### src/rtl/regwin_pkg.sv
package regwin_pkg;

    localparam int DW   = 32;
    localparam int APW  = 8;
    localparam int NREG = 9;

    localparam logic [APW-1:0] INDEX_OFF = 8'h00;
    localparam logic [APW-1:0] DATA_OFF  = 8'h04;

    typedef enum int {
        RG_GEN   = 0,
        RG_EXT   = 1,
        RG_DDCA  = 2,
        RG_DDCB  = 3,
        RG_MONID = 4,
        RG_HTIM  = 5,
        RG_VTIM  = 6,
        RG_START = 7,
        RG_PITCH = 8
    } reg_id_e;

    typedef enum logic [2:0] {
        PF_NONE = 3'd0,
        PF_4    = 3'd1,
        PF_8    = 3'd2,
        PF_15   = 3'd3,
        PF_16   = 3'd4,
        PF_24   = 3'd5,
        PF_32   = 3'd6
    } pix_fmt_e;

    typedef struct packed {
        pix_fmt_e pix_fmt;
        logic     crtc_en;
        logic     ext_disp_en;
        logic     disp_off;
        logic     crtc_on;
    } ctrl_fields_t;

    function automatic logic [DW-1:0] reg_off(input int id);
        case (id)
            RG_GEN:   reg_off = 32'h0000_0050;
            RG_EXT:   reg_off = 32'h0000_0054;
            RG_DDCA:  reg_off = 32'h0000_0060;
            RG_DDCB:  reg_off = 32'h0000_0064;
            RG_MONID: reg_off = 32'h0000_0068;
            RG_HTIM:  reg_off = 32'h0000_0200;
            RG_VTIM:  reg_off = 32'h0000_0208;
            RG_START: reg_off = 32'h0000_0224;
            RG_PITCH: reg_off = 32'h0000_022C;
            default:  reg_off = 32'hFFFF_FFFF;
        endcase
    endfunction

    function automatic ctrl_fields_t split_ctrl(input logic [DW-1:0] gen,
                                                input logic [DW-1:0] ext);
        ctrl_fields_t f;
        f.pix_fmt     = pix_fmt_e'(gen[10:8]);
        f.crtc_en     = gen[25];
        f.ext_disp_en = gen[24];
        f.disp_off    = ext[10];
        f.crtc_on     = ext[15];
        return f;
    endfunction

endpackage

### src/rtl/regwin_decode.sv
module regwin_decode
    import regwin_pkg::*;
#(
    parameter int W = DW,
    parameter int N = NREG
) (
    input  logic [W-1:0] off,
    output logic [N-1:0] hit
);
    for (genvar i = 0; i < N; i++) begin : g_cmp
        localparam logic [W-1:0] MATCH = W'(reg_off(i));
        assign hit[i] = (off == MATCH);
    end
endmodule

### src/rtl/regwin_bank.sv
module regwin_bank
    import regwin_pkg::*;
#(
    parameter int W = DW,
    parameter int N = NREG
) (
    input  logic              clk,
    input  logic              rst,
    input  logic              we,
    input  logic [N-1:0]      hit,
    input  logic [W-1:0]      wdata,
    output logic [N-1:0][W-1:0] store,
    output logic [W-1:0]      rd_val
);
    for (genvar i = 0; i < N; i++) begin : g_reg
        always_ff @(posedge clk) begin
            if (rst)
                store[i] <= '0;
            else if (we && hit[i])
                store[i] <= wdata;
        end


        wr_capture_chk: assert property (@(posedge clk) disable iff (rst)
            (we && hit[i]) |=> (store[i] == $past(wdata)));
    end

    always_comb begin
        rd_val = '0;
        for (int i = 0; i < N; i++)
            rd_val |= store[i] & {W{hit[i]}};
    end


    stray_write_chk: assert property (@(posedge clk) disable iff (rst)
        (hit == '0) |=> $stable(store));
endmodule

### src/rtl/regwin_top.sv
module regwin_top
    import regwin_pkg::*;
(
    input  logic        clk,
    input  logic        rst,
    input  logic        wr_en,
    input  logic        rd_en,
    input  logic [7:0]  addr,
    input  logic [31:0] wdata,
    output logic [31:0] rdata,
    output logic [31:0] gen_ctrl_o,
    output logic [31:0] ext_ctrl_o,
    output logic [31:0] ddc_a_o,
    output logic [31:0] ddc_b_o,
    output logic [31:0] mon_id_o,
    output logic [31:0] h_timing_o,
    output logic [31:0] v_timing_o,
    output logic [31:0] start_o,
    output logic [31:0] pitch_o,
    output logic [2:0]  pix_fmt_o,
    output logic        crtc_en_o,
    output logic        ext_disp_en_o,
    output logic        disp_off_o,
    output logic        crtc_on_o
);
    localparam int PAD = DW - APW;

    logic [DW-1:0]            index_q;
    logic [DW-1:0]            eff_off;
    logic                     sel_index;
    logic                     sel_data;
    logic [NREG-1:0]          hit;
    logic [NREG-1:0][DW-1:0]  store;
    logic [DW-1:0]            bank_val;
    ctrl_fields_t             fld;

    assign sel_index = (addr == INDEX_OFF);
    assign sel_data  = (addr == DATA_OFF);
    assign eff_off   = sel_data ? index_q : {{PAD{1'b0}}, addr};

    always_ff @(posedge clk) begin
        if (rst)
            index_q <= '0;
        else if (wr_en && sel_index)
            index_q <= wdata;
    end

    regwin_decode #(.W(DW), .N(NREG)) u_dec (
        .off (eff_off),
        .hit (hit)
    );

    regwin_bank #(.W(DW), .N(NREG)) u_bank (
        .clk    (clk),
        .rst    (rst),
        .we     (wr_en && !sel_index),
        .hit    (hit),
        .wdata  (wdata),
        .store  (store),
        .rd_val (bank_val)
    );

    always_comb begin
        rdata = '0;
        if (rd_en)
            rdata = sel_index ? index_q : bank_val;
    end

    assign gen_ctrl_o = store[RG_GEN];
    assign ext_ctrl_o = store[RG_EXT];
    assign ddc_a_o    = store[RG_DDCA];
    assign ddc_b_o    = store[RG_DDCB];
    assign mon_id_o   = store[RG_MONID];
    assign h_timing_o = store[RG_HTIM];
    assign v_timing_o = store[RG_VTIM];
    assign start_o    = store[RG_START];
    assign pitch_o    = store[RG_PITCH];

    assign fld           = split_ctrl(store[RG_GEN], store[RG_EXT]);
    assign pix_fmt_o     = fld.pix_fmt;
    assign crtc_en_o     = fld.crtc_en;
    assign ext_disp_en_o = fld.ext_disp_en;
    assign disp_off_o    = fld.disp_off;
    assign crtc_on_o     = fld.crtc_on;


    reset_clear_chk: assert property (@(posedge clk) disable iff (rst)
        $past(rst) |-> (index_q == '0 && gen_ctrl_o == '0 && ext_ctrl_o == '0));


    index_load_chk: assert property (@(posedge clk) disable iff (rst)
        (wr_en && sel_index) |=> (index_q == $past(wdata)));


    index_collide_chk: assert property (@(posedge clk) disable iff (rst)
        (rd_en && wr_en && sel_index) |-> (rdata == index_q));


    window_no_index_chk: assert property (@(posedge clk) disable iff (rst)
        (wr_en && sel_data) |=> $stable(index_q));
endmodule

### config.mk
export PLATFORM = sky130hd
export DESIGN_NAME = regwin_top
export DESIGN_NICKNAME = d
export VERILOG_FILES = /design/src/rtl/regwin_pkg.sv /design/src/rtl/regwin_decode.sv /design/src/rtl/regwin_bank.sv /design/src/rtl/regwin_top.sv
export SDC_FILE = /design/constraint.sdc
export NUM_CORES = 1
export LEC_CHECK = 0
export CAP_MARGIN = 0
export CORE_UTILIZATION = 23
export DETAILED_ROUTE_END_ITERATION = 8
export HOLD_SLACK_MARGIN = 0.12
export SLEW_MARGIN = 20
export SYNTH_ARGS = -nofsm -noshare
export SYNTH_HDL_FRONTEND = slang
export SYNTH_SLANG_ARGS = --single-unit
### constraint.sdc
create_clock -name clk -period 5.05 [get_ports clk]
set_input_delay 1.01 -clock clk [delete_from_list [all_inputs] [get_ports clk]]
set_output_delay 1.01 -clock clk [all_outputs]
set_load 0.02 [all_outputs]
==> results.cfg <==
[cts]
cts_tree = yes
clkTransAtPathRegs_ps = 60
insertion_delay_ps = 540
cts_hold_repair.buffers = 0
htreeDepth = 2
clock_tree.buffer_depth = 3
tritoncts_num_sinks = 320
number_of_clock_buffers_inserted_by_tritoncts = 35
ctsRootBufferMaster = sky130_fd_sc_hd__clkbuf_16

[sta]
transition_at_the_pin_with_the_smallest_max_transition_slack_ps = 1060
final_worst_path_period_share_pct = 98.5
rsz0062_at_grt = true
fmaxAchievable_ghz = 0.201
worst_slew_margin_rel_pct = 29.4
report.final.hold_viol_count = 0
setup_viol_count_final = 0
final_period_minus_worst_setup_slack_ps = 4970
timing_max_transition_violations_final = 0
clock-skew-final_ps = 18.4

[layout]
nNetsFinal = 2197
layout-drive-gt1-share_pct = 12.0
fillCellCount = 6046
area_delta_synth_final_pct = 47.9
fin_area_um2 = 20600
inserted_diodes = 0

[placement]
detailed_place_hpwl_mm = 53.5
placedInstanceArea_um2 = 19000
finalWeightedCongestion = 0.949
count_of_port_buffers_added_during_placement = 370

[die]
floorplan.initialDensity_pct = 23.4
floorplan.die_area_um2 = 61400
design.core.area_um2 = 59400
fp.dieH_um = 248
std_cell_rows = 89
boundaryPins = 371
floorplan.die.width_um = 248

[synthesis]
synth_top_cell_area_share_pct = 46.1
ys_dominant_reg_cell = sky130_fd_sc_hd__dfxtp_1
seq_area_frac_synth_pct = 46.1
syn_area_per_cell_um2 = 7.71
synth.ff_latch_count = 320
ys_types = 49
mappedNetlistNets = 1848
yosysMostFrequentCell = sky130_fd_sc_hd__nand2_1
postSynth.asyncResetShare_pct = 0
synth_area_um2 = 13900
number_of_enable_type_register_cells_in_the_synthesized_netlist = 0
yosys-top-cells-area = sky130_fd_sc_hd__dfxtp_1 (46%), sky130_fd_sc_hd__nand2_1 (16%), sky130_fd_sc_hd__a21oi_1 (11%)
synth_top_area_cell = sky130_fd_sc_hd__dfxtp_1
yosys-top-cells-count = sky130_fd_sc_hd__nand2_1 (595), sky130_fd_sc_hd__dfxtp_1 (320), sky130_fd_sc_hd__a21oi_1 (301)
warnings_from_yosys = 0
synth_cells = 1804

[global_routing]
groute.layer.met1.usage_pct = 31.5
first_pass_grt_wire_length_mm = 102
grt_pass1_vias = 14200
globalRouteMet3Util_pct = 7.18
grt-busiest-layer = met2
grt_start_max_net_pins = 160
number_of_antenna_violations_at_the_first_check_in_global_routing = 1
grt_overflow = 0
globalRouteTotalUtil_pct = 22.4
grt.met2_usage_pct = 32.2

[worst_setup_path]
reg2reg_from = index_q[25]
crit_path_start = addr[5]
critical_path_required_ps = 4040
cp_slowest_cell = sky130_fd_sc_hd__or4_4
worst_setup_path_endpoint = rdata[12]
reg2reg_end = u_bank.store[83]
worst_setup_path_end_kind = output port
critical_path.startpoint_type = input port
cp.arrival_ps = 3960
criticalPathCategory = in -> out
critical-path-top-cell-by-count = sky130_fd_sc_hd__buf_4
critical_path.max_stage_delay_ps = 630
cp_cell_sequence = clkdlybuf4s50_1 > or4_4 > o41ai_4 > and2_4 > buf_12 > buf_6 > a222oi_1 > o221a_2 > a21oi_1 > buf_4 > buf_4
setup.reg_to_reg.worst_slack_ps = 1720
worstRegToRegCells = 8
critical_path.top_delay_family = buffers and inverters
timing.critical_path.depth = 11
critical_path_peak_fanout = 19
timing.critical_path.buf_inv = 5

[drt]
route.final.wire_length_mm = 72.0
drc = 0
drtAntennaViolNets = 0
vias = 15500
detailedRoute.firstPassIterationCount = 9
post_detailed_route_wirelength_per_cell_um = 24.4
drtIter0Drc = 1956
post_drt_via_cell_ratio = 5.25

[min_path]
holdCritPathClass = reg -> reg
holdPathStages = 2

[pwr]
power.switching_fraction_pct = 22.8
power.total_uw = 5750
power_per_standard_cell_area_nw_per_um2 = 280
comb_power_share_pct = 4.7
ir_worst_vdd_mv = 0.158
p_seq_share_pct = 43.9
power.internal_uw = 4440
switchingPower_uw = 1310
power.leakage_uw = 0.00685
clock_power_share_pct = 51.3

[job]
timing.max_cap.violations = 0

[outcome]
outcome = complete, no violations
## kinds of logic after synthesis
group / count (synthesis) / share of synthesized area [%]
AOI/OAI and AO/OA: 534 / 24.1
buffers and inverters: 191 / 5.56
DFF: 320 / 46.1
muxes: 32 / 2.30
and+or+nand+nor: 727 / 21.9
## worst min-delay path: cells and delay by family (launching register included)
kind / cells / cell delay (ps)
and+or+nand+nor: 1 / 50
AOI/OAI and AO/OA: 1 / 50
DFF: 1 / 320
## state kept, by name, indices dropped and copies added, names as in the netlist
| register | count |
|---|---|
| u_bank.store | 288 |
| index_q | 32 |
## cell type report
| cell class | count | area (um2) | area share [%] |
|---|---|---|---|
| multi-input combinational | 1293 | 7000 | 34.1 |
| sequential | 320 | 6410 | 31.2 |
| timing repair buffer | 501 | 4850 | 23.6 |
| clock buffer | 45 | 1010 | 4.89 |
| tap | 773 | 967 | 4.71 |
| clock inverter | 18 | 318 | 1.55 |
| inverter | 2 | 7.51 | 0.0365 |
## power by group through the flow
stage	sequential, uW	combinational [uW]	clock [uW]
global placement	2580	253	0
global route	2530	285	3090
CTS	2530	260	2990
finish	2530	273	2950
floorplan	2590	115	0
detailed placement	2580	254	0
## per-stage QoR
| step | cells | hold slack [ps] | utilization, % | setup WS [ps] | setup TNS, ps |
|---|---|---|---|---|---|
| final | 2952 | 469 | 34.6 | 77.2 | 0 |
| after floorplan | 1804 | 446 | - | 482 | 0 |
| after detailed placement | 2884 | 461 | 32.0 | -543 | -7880 |
| after global routing | 2952 | 492 | 34.6 | -12.0 | -36.5 |
| after global placement | 2884 | 453 | 32.0 | -612 | -8800 |
| after CTS | 2948 | 469 | 34.4 | -131 | -246 |
## layer usage
metal	vias up	part of all wire [%]
met1	7529	42
met2	901	43
li1	6967	-
met3	111	12
met5	-	0.018
met4	2	2.8
## cells in the final DEF, fill, tap and decap left out, types with 15 or more instances in the layout
cell type                         Yosys  routed
sky130_fd_sc_hd__clkdlybuf4s50_1      0     336
sky130_fd_sc_hd__a21oi_1            301     299
sky130_fd_sc_hd__o21ai_0             33      33
sky130_fd_sc_hd__buf_4                7     123
sky130_fd_sc_hd__clkbuf_16            0      38
sky130_fd_sc_hd__mux2i_1             32      32
sky130_fd_sc_hd__nand2_1            595     594
sky130_fd_sc_hd__nor2_1              39      38
sky130_fd_sc_hd__dlygate4sd2_1        0      16
sky130_fd_sc_hd__a22o_1              21      21
sky130_fd_sc_hd__nor3b_1             25      25
sky130_fd_sc_hd__a221oi_1            15      15
sky130_fd_sc_hd__a31oi_1             21      16
sky130_fd_sc_hd__o22a_1              15      15
sky130_fd_sc_hd__dfxtp_1            320     320
sky130_fd_sc_hd__a222oi_1            22      22
sky130_fd_sc_hd__a22oi_1             61      61
## worst min-delay path by stage
stage                                  from           endpoint  slack (ps)
after floorplan                 index_q[23]        index_q[23]         450
final                           index_q[20]        index_q[20]         470
after global placement    u_bank.store[173]  u_bank.store[173]         450
after detailed placement        index_q[20]        index_q[20]         460
after global routing            index_q[20]        index_q[20]         490
after CTS                       index_q[20]        index_q[20]         470
## repair_timing
| action | 4_1_cts | 5_1_grt |
|---|---|---|
| setup endpoints to repair | 31 | 23 |
| gates resized for setup | 42 | 26 |
| setup buffers | 1 | 4 |
| pin swaps | 0 | 4 |
| gates cloned | 0 | 1 |
Note: power is estimated with default switching activity, not from simulation.
